## config.mk

```make
export PLATFORM = sky130hd
export DESIGN_NAME = fpwm_gen
export DESIGN_NICKNAME = d
export VERILOG_FILES = /design/src/rtl/fpwm_pkg.sv /design/src/rtl/fpwm_regs.sv /design/src/rtl/fpwm_timebase.sv /design/src/rtl/fpwm_cmp.sv /design/src/rtl/fpwm_gen.sv
export SDC_FILE = /design/constraint.sdc
export NUM_CORES = 1
export LEC_CHECK = 0
export ABC_AREA = 1
export BUFFER_PORTS_ARGS = -buffer_cell sky130_fd_sc_hd__clkbuf_2
export CAP_MARGIN = 20
export CORE_UTILIZATION = 35
export CTS_BUF_LIST = sky130_fd_sc_hd__clkbuf_8
export DETAILED_ROUTE_END_ITERATION = 10
export PLACE_DENSITY = 0.55
export SLEW_MARGIN = 20
export SYNTH_ARGS = -nofsm -noshare
export SYNTH_HDL_FRONTEND = slang
export SYNTH_SLANG_ARGS = --single-unit
```

## constraint.sdc

```tcl
create_clock -name clk -period 1.3 [get_ports clk]
set_input_delay 0.325 -clock clk [delete_from_list [all_inputs] [get_ports clk]]
set_output_delay 0.325 -clock clk [all_outputs]
set_load 0.005 [all_outputs]
```

## src/rtl/fpwm_pkg.sv

```systemverilog
package fpwm_pkg;

   // register index map for the write port
   localparam int          FP_ADDR_W = 3;
   localparam logic [2:0]  A_CTRL    = 3'd0;
   localparam logic [2:0]  A_PER     = 3'd1;
   localparam logic [2:0]  A_DHI     = 3'd2;
   localparam logic [2:0]  A_DLO     = 3'd3;
   localparam logic [2:0]  A_CLR     = 3'd4;

   // bit positions inside the control and clear words
   localparam int CTRL_RUN_BIT = 0;
   localparam int CTRL_IEN_BIT = 1;
   localparam int CLR_FLAG_BIT = 0;

endpackage

```

## src/rtl/fpwm_regs.sv

```systemverilog
module fpwm_regs
   import fpwm_pkg::*;
#(
   parameter int DATA_W = 8,
   parameter int SUB_W  = 2,
   localparam int DUTY_W = DATA_W + SUB_W
) (
   input  logic                  clk,
   input  logic                  rst_n,
   input  logic                  wr_en,
   input  logic [FP_ADDR_W-1:0]  wr_addr,
   input  logic [DATA_W-1:0]     wr_data,
   input  logic                  rollover,
   output logic                  run,
   output logic                  irq_en,
   output logic                  restart,
   output logic [DATA_W-1:0]     per_reg,
   output logic [DUTY_W-1:0]     duty_reg,
   output logic                  flag
);

   logic                 run_q, ien_q, flag_q;
   logic [DATA_W-1:0]    per_q, dhi_q;
   logic                 clr_wr;

   initial assert (DATA_W >= 2) else $fatal(1, "DATA_W too small");
   initial assert (SUB_W <= DATA_W) else $fatal(1, "SUB_W exceeds DATA_W");

   assign restart = wr_en && (wr_addr == A_CTRL);
   assign clr_wr  = wr_en && (wr_addr == A_CLR) && wr_data[CLR_FLAG_BIT];

   always_ff @(posedge clk or negedge rst_n) begin
      if (!rst_n) begin
         run_q <= 1'b0;
         ien_q <= 1'b0;
         per_q <= '0;
         dhi_q <= '0;
      end else if (wr_en) begin
         case (wr_addr)
            A_CTRL: begin
               run_q <= wr_data[CTRL_RUN_BIT];
               ien_q <= wr_data[CTRL_IEN_BIT];
            end
            A_PER:   per_q <= wr_data;
            A_DHI:   dhi_q <= wr_data;
            default: ;
         endcase
      end
   end

   generate
      if (SUB_W > 0) begin : g_dlo
         logic [SUB_W-1:0] dlo_q;
         always_ff @(posedge clk or negedge rst_n) begin
            if (!rst_n)
               dlo_q <= '0;
            else if (wr_en && (wr_addr == A_DLO))
               dlo_q <= wr_data[DATA_W-1 -: SUB_W];
         end
         assign duty_reg = {dhi_q, dlo_q};
      end else begin : g_nodlo
         assign duty_reg = dhi_q;
      end
   endgenerate

   // sticky event flag, set has priority over clear
   always_ff @(posedge clk or negedge rst_n) begin
      if (!rst_n)
         flag_q <= 1'b0;
      else if (rollover)
         flag_q <= 1'b1;
      else if (clr_wr)
         flag_q <= 1'b0;
   end

   assign run     = run_q;
   assign irq_en  = ien_q;
   assign per_reg = per_q;
   assign flag    = flag_q;


   flag_set_chk: assert property (@(posedge clk) disable iff (!rst_n)
      rollover |=> flag_q);


   flag_sticky_chk: assert property (@(posedge clk) disable iff (!rst_n)
      (flag_q && !clr_wr) |=> flag_q);

endmodule

```

## src/rtl/fpwm_timebase.sv

```systemverilog
module fpwm_timebase #(
   parameter int TMR_W = 8,
   parameter int SUB_W = 2,
   localparam int POS_W = TMR_W + SUB_W
) (
   input  logic              clk,
   input  logic              rst_n,
   input  logic              run,
   input  logic              restart,
   input  logic [TMR_W-1:0]  per_reg,
   input  logic [POS_W-1:0]  duty_reg,
   output logic [POS_W-1:0]  pos,
   output logic [POS_W-1:0]  duty_sh,
   output logic              rollover
);

   logic [TMR_W-1:0] tmr_q, per_sh_q;
   logic [POS_W-1:0] duty_sh_q;
   logic             last_sub;
   logic             load;

   generate
      if (SUB_W > 0) begin : g_sub
         logic [SUB_W-1:0] sub_q;
         always_ff @(posedge clk or negedge rst_n) begin
            if (!rst_n)
               sub_q <= '0;
            else if (restart)
               sub_q <= '0;
            else if (run)
               sub_q <= sub_q + 1'b1;
         end
         assign last_sub = &sub_q;
         assign pos      = {tmr_q, sub_q};
      end else begin : g_nosub
         assign last_sub = 1'b1;
         assign pos      = tmr_q;
      end
   endgenerate

   assign rollover = run && last_sub && (tmr_q == per_sh_q);
   assign load     = restart || rollover;

   always_ff @(posedge clk or negedge rst_n) begin
      if (!rst_n)
         tmr_q <= '0;
      else if (restart || rollover)
         tmr_q <= '0;
      else if (run && last_sub)
         tmr_q <= tmr_q + 1'b1;
   end

   always_ff @(posedge clk or negedge rst_n) begin
      if (!rst_n) begin
         per_sh_q  <= '0;
         duty_sh_q <= '0;
      end else if (load) begin
         per_sh_q  <= per_reg;
         duty_sh_q <= duty_reg;
      end
   end

   assign duty_sh = duty_sh_q;


   wrap_to_zero_chk: assert property (@(posedge clk) disable iff (!rst_n)
      rollover |=> (pos == '0));


   tmr_bound_chk: assert property (@(posedge clk) disable iff (!rst_n)
      tmr_q <= per_sh_q);


   shadow_hold_chk: assert property (@(posedge clk) disable iff (!rst_n)
      !load |=> ($stable(duty_sh_q) && $stable(per_sh_q)));

endmodule

```

## src/rtl/fpwm_cmp.sv

```systemverilog
module fpwm_cmp #(
   parameter int POS_W = 10
) (
   input  logic              run,
   input  logic [POS_W-1:0]  pos,
   input  logic [POS_W-1:0]  duty_sh,
   output logic              pwm
);

   initial assert (POS_W >= 1) else $fatal(1, "POS_W must be positive");

   always_comb begin
      pwm = 1'b0;
      if (run && (pos < duty_sh))
         pwm = 1'b1;
   end

endmodule

```

## src/rtl/fpwm_gen.sv

```systemverilog
module fpwm_gen
   import fpwm_pkg::*;
#(
   parameter int DATA_W = 8,
   parameter int SUB_W  = 2,
   localparam int POS_W = DATA_W + SUB_W
) (
   input  logic                  clk,
   input  logic                  rst_n,
   input  logic                  wr_en,
   input  logic [FP_ADDR_W-1:0]  wr_addr,
   input  logic [DATA_W-1:0]     wr_data,
   output logic                  pwm_out,
   output logic                  irq
);

   logic              run, irq_en, restart, flag, rollover;
   logic [DATA_W-1:0] per_reg;
   logic [POS_W-1:0]  duty_reg, duty_sh, pos;

   fpwm_regs #(.DATA_W(DATA_W), .SUB_W(SUB_W)) regs_i (
      .clk      (clk),
      .rst_n    (rst_n),
      .wr_en    (wr_en),
      .wr_addr  (wr_addr),
      .wr_data  (wr_data),
      .rollover (rollover),
      .run      (run),
      .irq_en   (irq_en),
      .restart  (restart),
      .per_reg  (per_reg),
      .duty_reg (duty_reg),
      .flag     (flag)
   );

   fpwm_timebase #(.TMR_W(DATA_W), .SUB_W(SUB_W)) tb_i (
      .clk      (clk),
      .rst_n    (rst_n),
      .run      (run),
      .restart  (restart),
      .per_reg  (per_reg),
      .duty_reg (duty_reg),
      .pos      (pos),
      .duty_sh  (duty_sh),
      .rollover (rollover)
   );

   fpwm_cmp #(.POS_W(POS_W)) cmp_i (
      .run     (run),
      .pos     (pos),
      .duty_sh (duty_sh),
      .pwm     (pwm_out)
   );

   assign irq = flag & irq_en;


   stop_quiets_out_chk: assert property (@(posedge clk) disable iff (!rst_n)
      (wr_en && (wr_addr == A_CTRL) && !wr_data[CTRL_RUN_BIT]) |=> !pwm_out);


   fall_at_duty_chk: assert property (@(posedge clk) disable iff (!rst_n)
      ($fell(pwm_out) && run) |-> (pos == duty_sh));

endmodule

```

==> reports/metrics.csv <==
stage,metric,value,unit
sta,post-route-period-util,1.48,
cts,cts_hold_buf,0,
placement,dpl_worst_slack,-0.331,ns
cts,clockRootBuffer,clkbuf_8,
worst_setup_path,rrSetupSlack,-0.40,ns
worst_setup_path,path_class,reg2out,
sta,hold_slack,-0.00379,ns
cells_and_area,drive_above_1_share,0.333,
worst_setup_path,rr_worst_depth,11,
drt,met2_length,2630,um
cells_and_area,n_antenna_cell,0,
drt,wire_per_inst,13.7,um
cts,h-tree-depth,2,
die,die_w,84.5,um
cts,clock_latency,0.30,ns
cts,cts_buffers,5,
worst_setup_path,r2r_start,tb_i.g_sub.sub_q[1],
drt,dr_wl_met3,124,um
placement,routabilityCongestion,0.777,
cts,cts_tree,done,
sta,slew_headroom,0.710,
cells_and_area,fin_nets,372,
cts,cts_sinks,49,
die,rows,29,
worst_setup_path,cpPeakStageDelay,0.43,ns
worst_setup_path,cp-start-kind,flip-flop,
synth,syn-instance-count,288,
synth,avgSynthCellArea,8.27,um2
die,core,0.00646,mm2
drt,dr.pass1.iters,4,
worst_setup_path,worstSetupEndpointType,primary output,
pwr,finalPower,0.00523,W
global_routing,antenna_found_initial,0,
cells_and_area,largest_register_ffs,10,
drt,drtIter0Drc,162,
worst_setup_path,arrival,1.59,ns
cells_and_area,syn_to_final_growth,37.3,%
global_routing,grt_usage,0.181,
drt,routed_wirelength,5830,um
outcome,violations,"hold timing, setup timing",
pwr,power.leakage,1.72,nW
die,fp.dieH,84.5,um
die,fp.dieArea,0.00714,mm2
run,maxCapViolations,0,
synth,synth_cell_type_count,22,
drt,top_layer,met4,
worst_setup_path,crit_chain,"ha_4, nand4_1, nor4_2, nor2_1, clkbuf_2",
global_routing,grt_max_degree,50,
die,ioPinCount,16,
global_routing,grt-ovfl-total,0,
synth,netlist_area,0.00238,mm2
worst_setup_path,r2r_end,tb_i.duty_sh[6],
drt,vias,2026,
cells_and_area,stdcell_count,425,
outcome,status,"complete, but fails checks",
pwr,vdd_ir_drop_max,0.782,mV
cts,clk_path_buf_depth,2,
sta,setup_viol,28,
worst_setup_path,cpLargestDelayFamily,simple AND/OR/NAND/NOR gates,
global_routing,grt_pass1_wl,9940,um
drt,via_per_inst,4.77,
placement,hpwlAfterDp,3660,um
drt,drc_errors,0,
synth,yosysWarnings,0,
cells_and_area,utilization,0.506,
drt,ant_nets,0,
pwr,powerDensity,1600,mW/mm2
sta,worst_clock_skew,0.00902,ns
min_path,hold_path.class,in2async,
sta,tightest_slew,0.434,ns
worst_setup_path,critPathRequiredTime,0.98,ns
cts,clk_pin_slew,0.09,ns
placement,dp.cells,406,
synth,synth_seq_area_share,0.515,
sta,drv_slew,0,
worst_setup_path,path_buf_inv,1,
sta,hold_violations,2,
synth,syn_nets,313,
synth,synth-seq-cells,49,
sta,rsz0062_at_grt,yes,
drt,wl_met1,3020,um
die,start_util,0.369,
global_routing,grt_pass1_vias,2066,
worst_setup_path,slowest_stage,dfrtp_1,
sta,setup_ws,-0.618,ns
sta,fin_crit,1.92,ns
worst_setup_path,path_max_fanout,2,
placement,portBuffers,15,
sta,max_freq,0.521,GHz
==> synthesized netlist by cell type <==
library cell	instances	area (um2)
o211ai_1	1	7.51
nand4_1	3	18.8
nand2_4	1	11.3
dfrtp_1	49	1230
nor4_1	1	6.26
clkbuf_1	4	15.0
nor2_1	20	75.1
xnor2_1	1	8.76
nor2_2	1	6.26
a21oi_1	5	25.0
mux2_2	1	11.3
nand2_1	92	345
xor2_1	5	43.8
buf_2	2	10.0
a31o_2	1	8.76
o21ai_0	24	120
buf_6	2	22.5
inv_1	36	135
ha_1	11	138
nand3_2	1	10.0
nand2_2	1	6.26
nand3_1	26	130
==> report_power, final <==
group / switching (W) / internal (W)
clock network: 0.000512 / 0.000620
registers: 0.000295 / 0.00193
logic: 0.000977 / 0.000896
total: 0.00178 / 0.00345
==> logic make-up after synthesis <==
| group | synth area share |
|---|---|
| adders and majority gates | 0.0578 |
| and+or+nand+nor | 0.256 |
| AOI/OAI and AO/OA | 0.0678 |
| DFF | 0.515 |
| xor gates and xnor gates | 0.0221 |
| buffers and inverters | 0.0767 |
| muxes | 0.00473 |
==> timing repair <==
item / in CTS / in global routing
setup endpoints to repair: 28 / 28
gates resized for setup: 39 / 24
cloned: 4 / 0
setup buffers: 5 / 4
pin swaps: 9 / 11
==> layout by cell type, fill, tap and decap left out <==
cell type and instances:
nand2_1 67, dfrtp_1 49, inv_1 35, buf_4 32
o21ai_0 23, nand2_2 22, nand3_1 21, nor2_1 15
clkbuf_2 15, ha_1 7, clkbuf_8 6, buf_6 6
xor2_1 5, nand3_2 5, a21oi_1 4, nand2_4 4
nor2_2 4, nand2_8 4, ha_4 4, nand4_1 3
nor2_4 2, buf_12 2, buf_8 2, nor4_2 1
a21oi_2 1, o21ai_1 1, o211ai_1 1, inv_4 1
inv_2 1, nand3_4 1, xnor2_1 1, a31o_2 1
mux2_2 1, bufinv_16 1
==> routing by layer <==
| metal | global-route usage | vias to the layer above |
|---|---|---|
| met5 | 0 | - |
| met3 | 0.0265 | 5 |
| met4 | 0.0508 | 0 |
| li1 | - | 1036 |
| met2 | 0.282 | 16 |
| met1 | 0.263 | 969 |
==> per-stage QoR <==
stage / area, um2 / TNS (ns)
after floorplan: 2420 / -1.89
after global routing: 3270 / -13.06
after global placement: 2810 / -5.90
after detailed placement: 2810 / -6.20
after CTS: 3160 / -8.85
final: 3270 / -10.34
==> cell type report <==
cell class,instances,area [um2]
clock buffer,6,82.6
clock inverter,2,33.8
fill,618,3190
inverter,36,138
multi-input combinational,198,1240
sequential,49,1230
tap,77,96.3
timing repair buffer,57,453
==> how the worst max path moves through the flow <==
stage / startpoint / end / slack [ns] / cells after the start
detailed placement: tb_i.duty_sh[5] / pwm_out / -0.33 / 8
CTS: tb_i.tmr_q[6] / pwm_out / -0.65 / 5
finish: tb_i.tmr_q[5] / pwm_out / -0.62 / 5
global route: tb_i.tmr_q[5] / pwm_out / -0.75 / 5
global placement: tb_i.duty_sh[9] / pwm_out / -0.26 / 6
floorplan: tb_i.tmr_q[3] / pwm_out / -0.16 / 6
(Power assumes the default switching activity.)
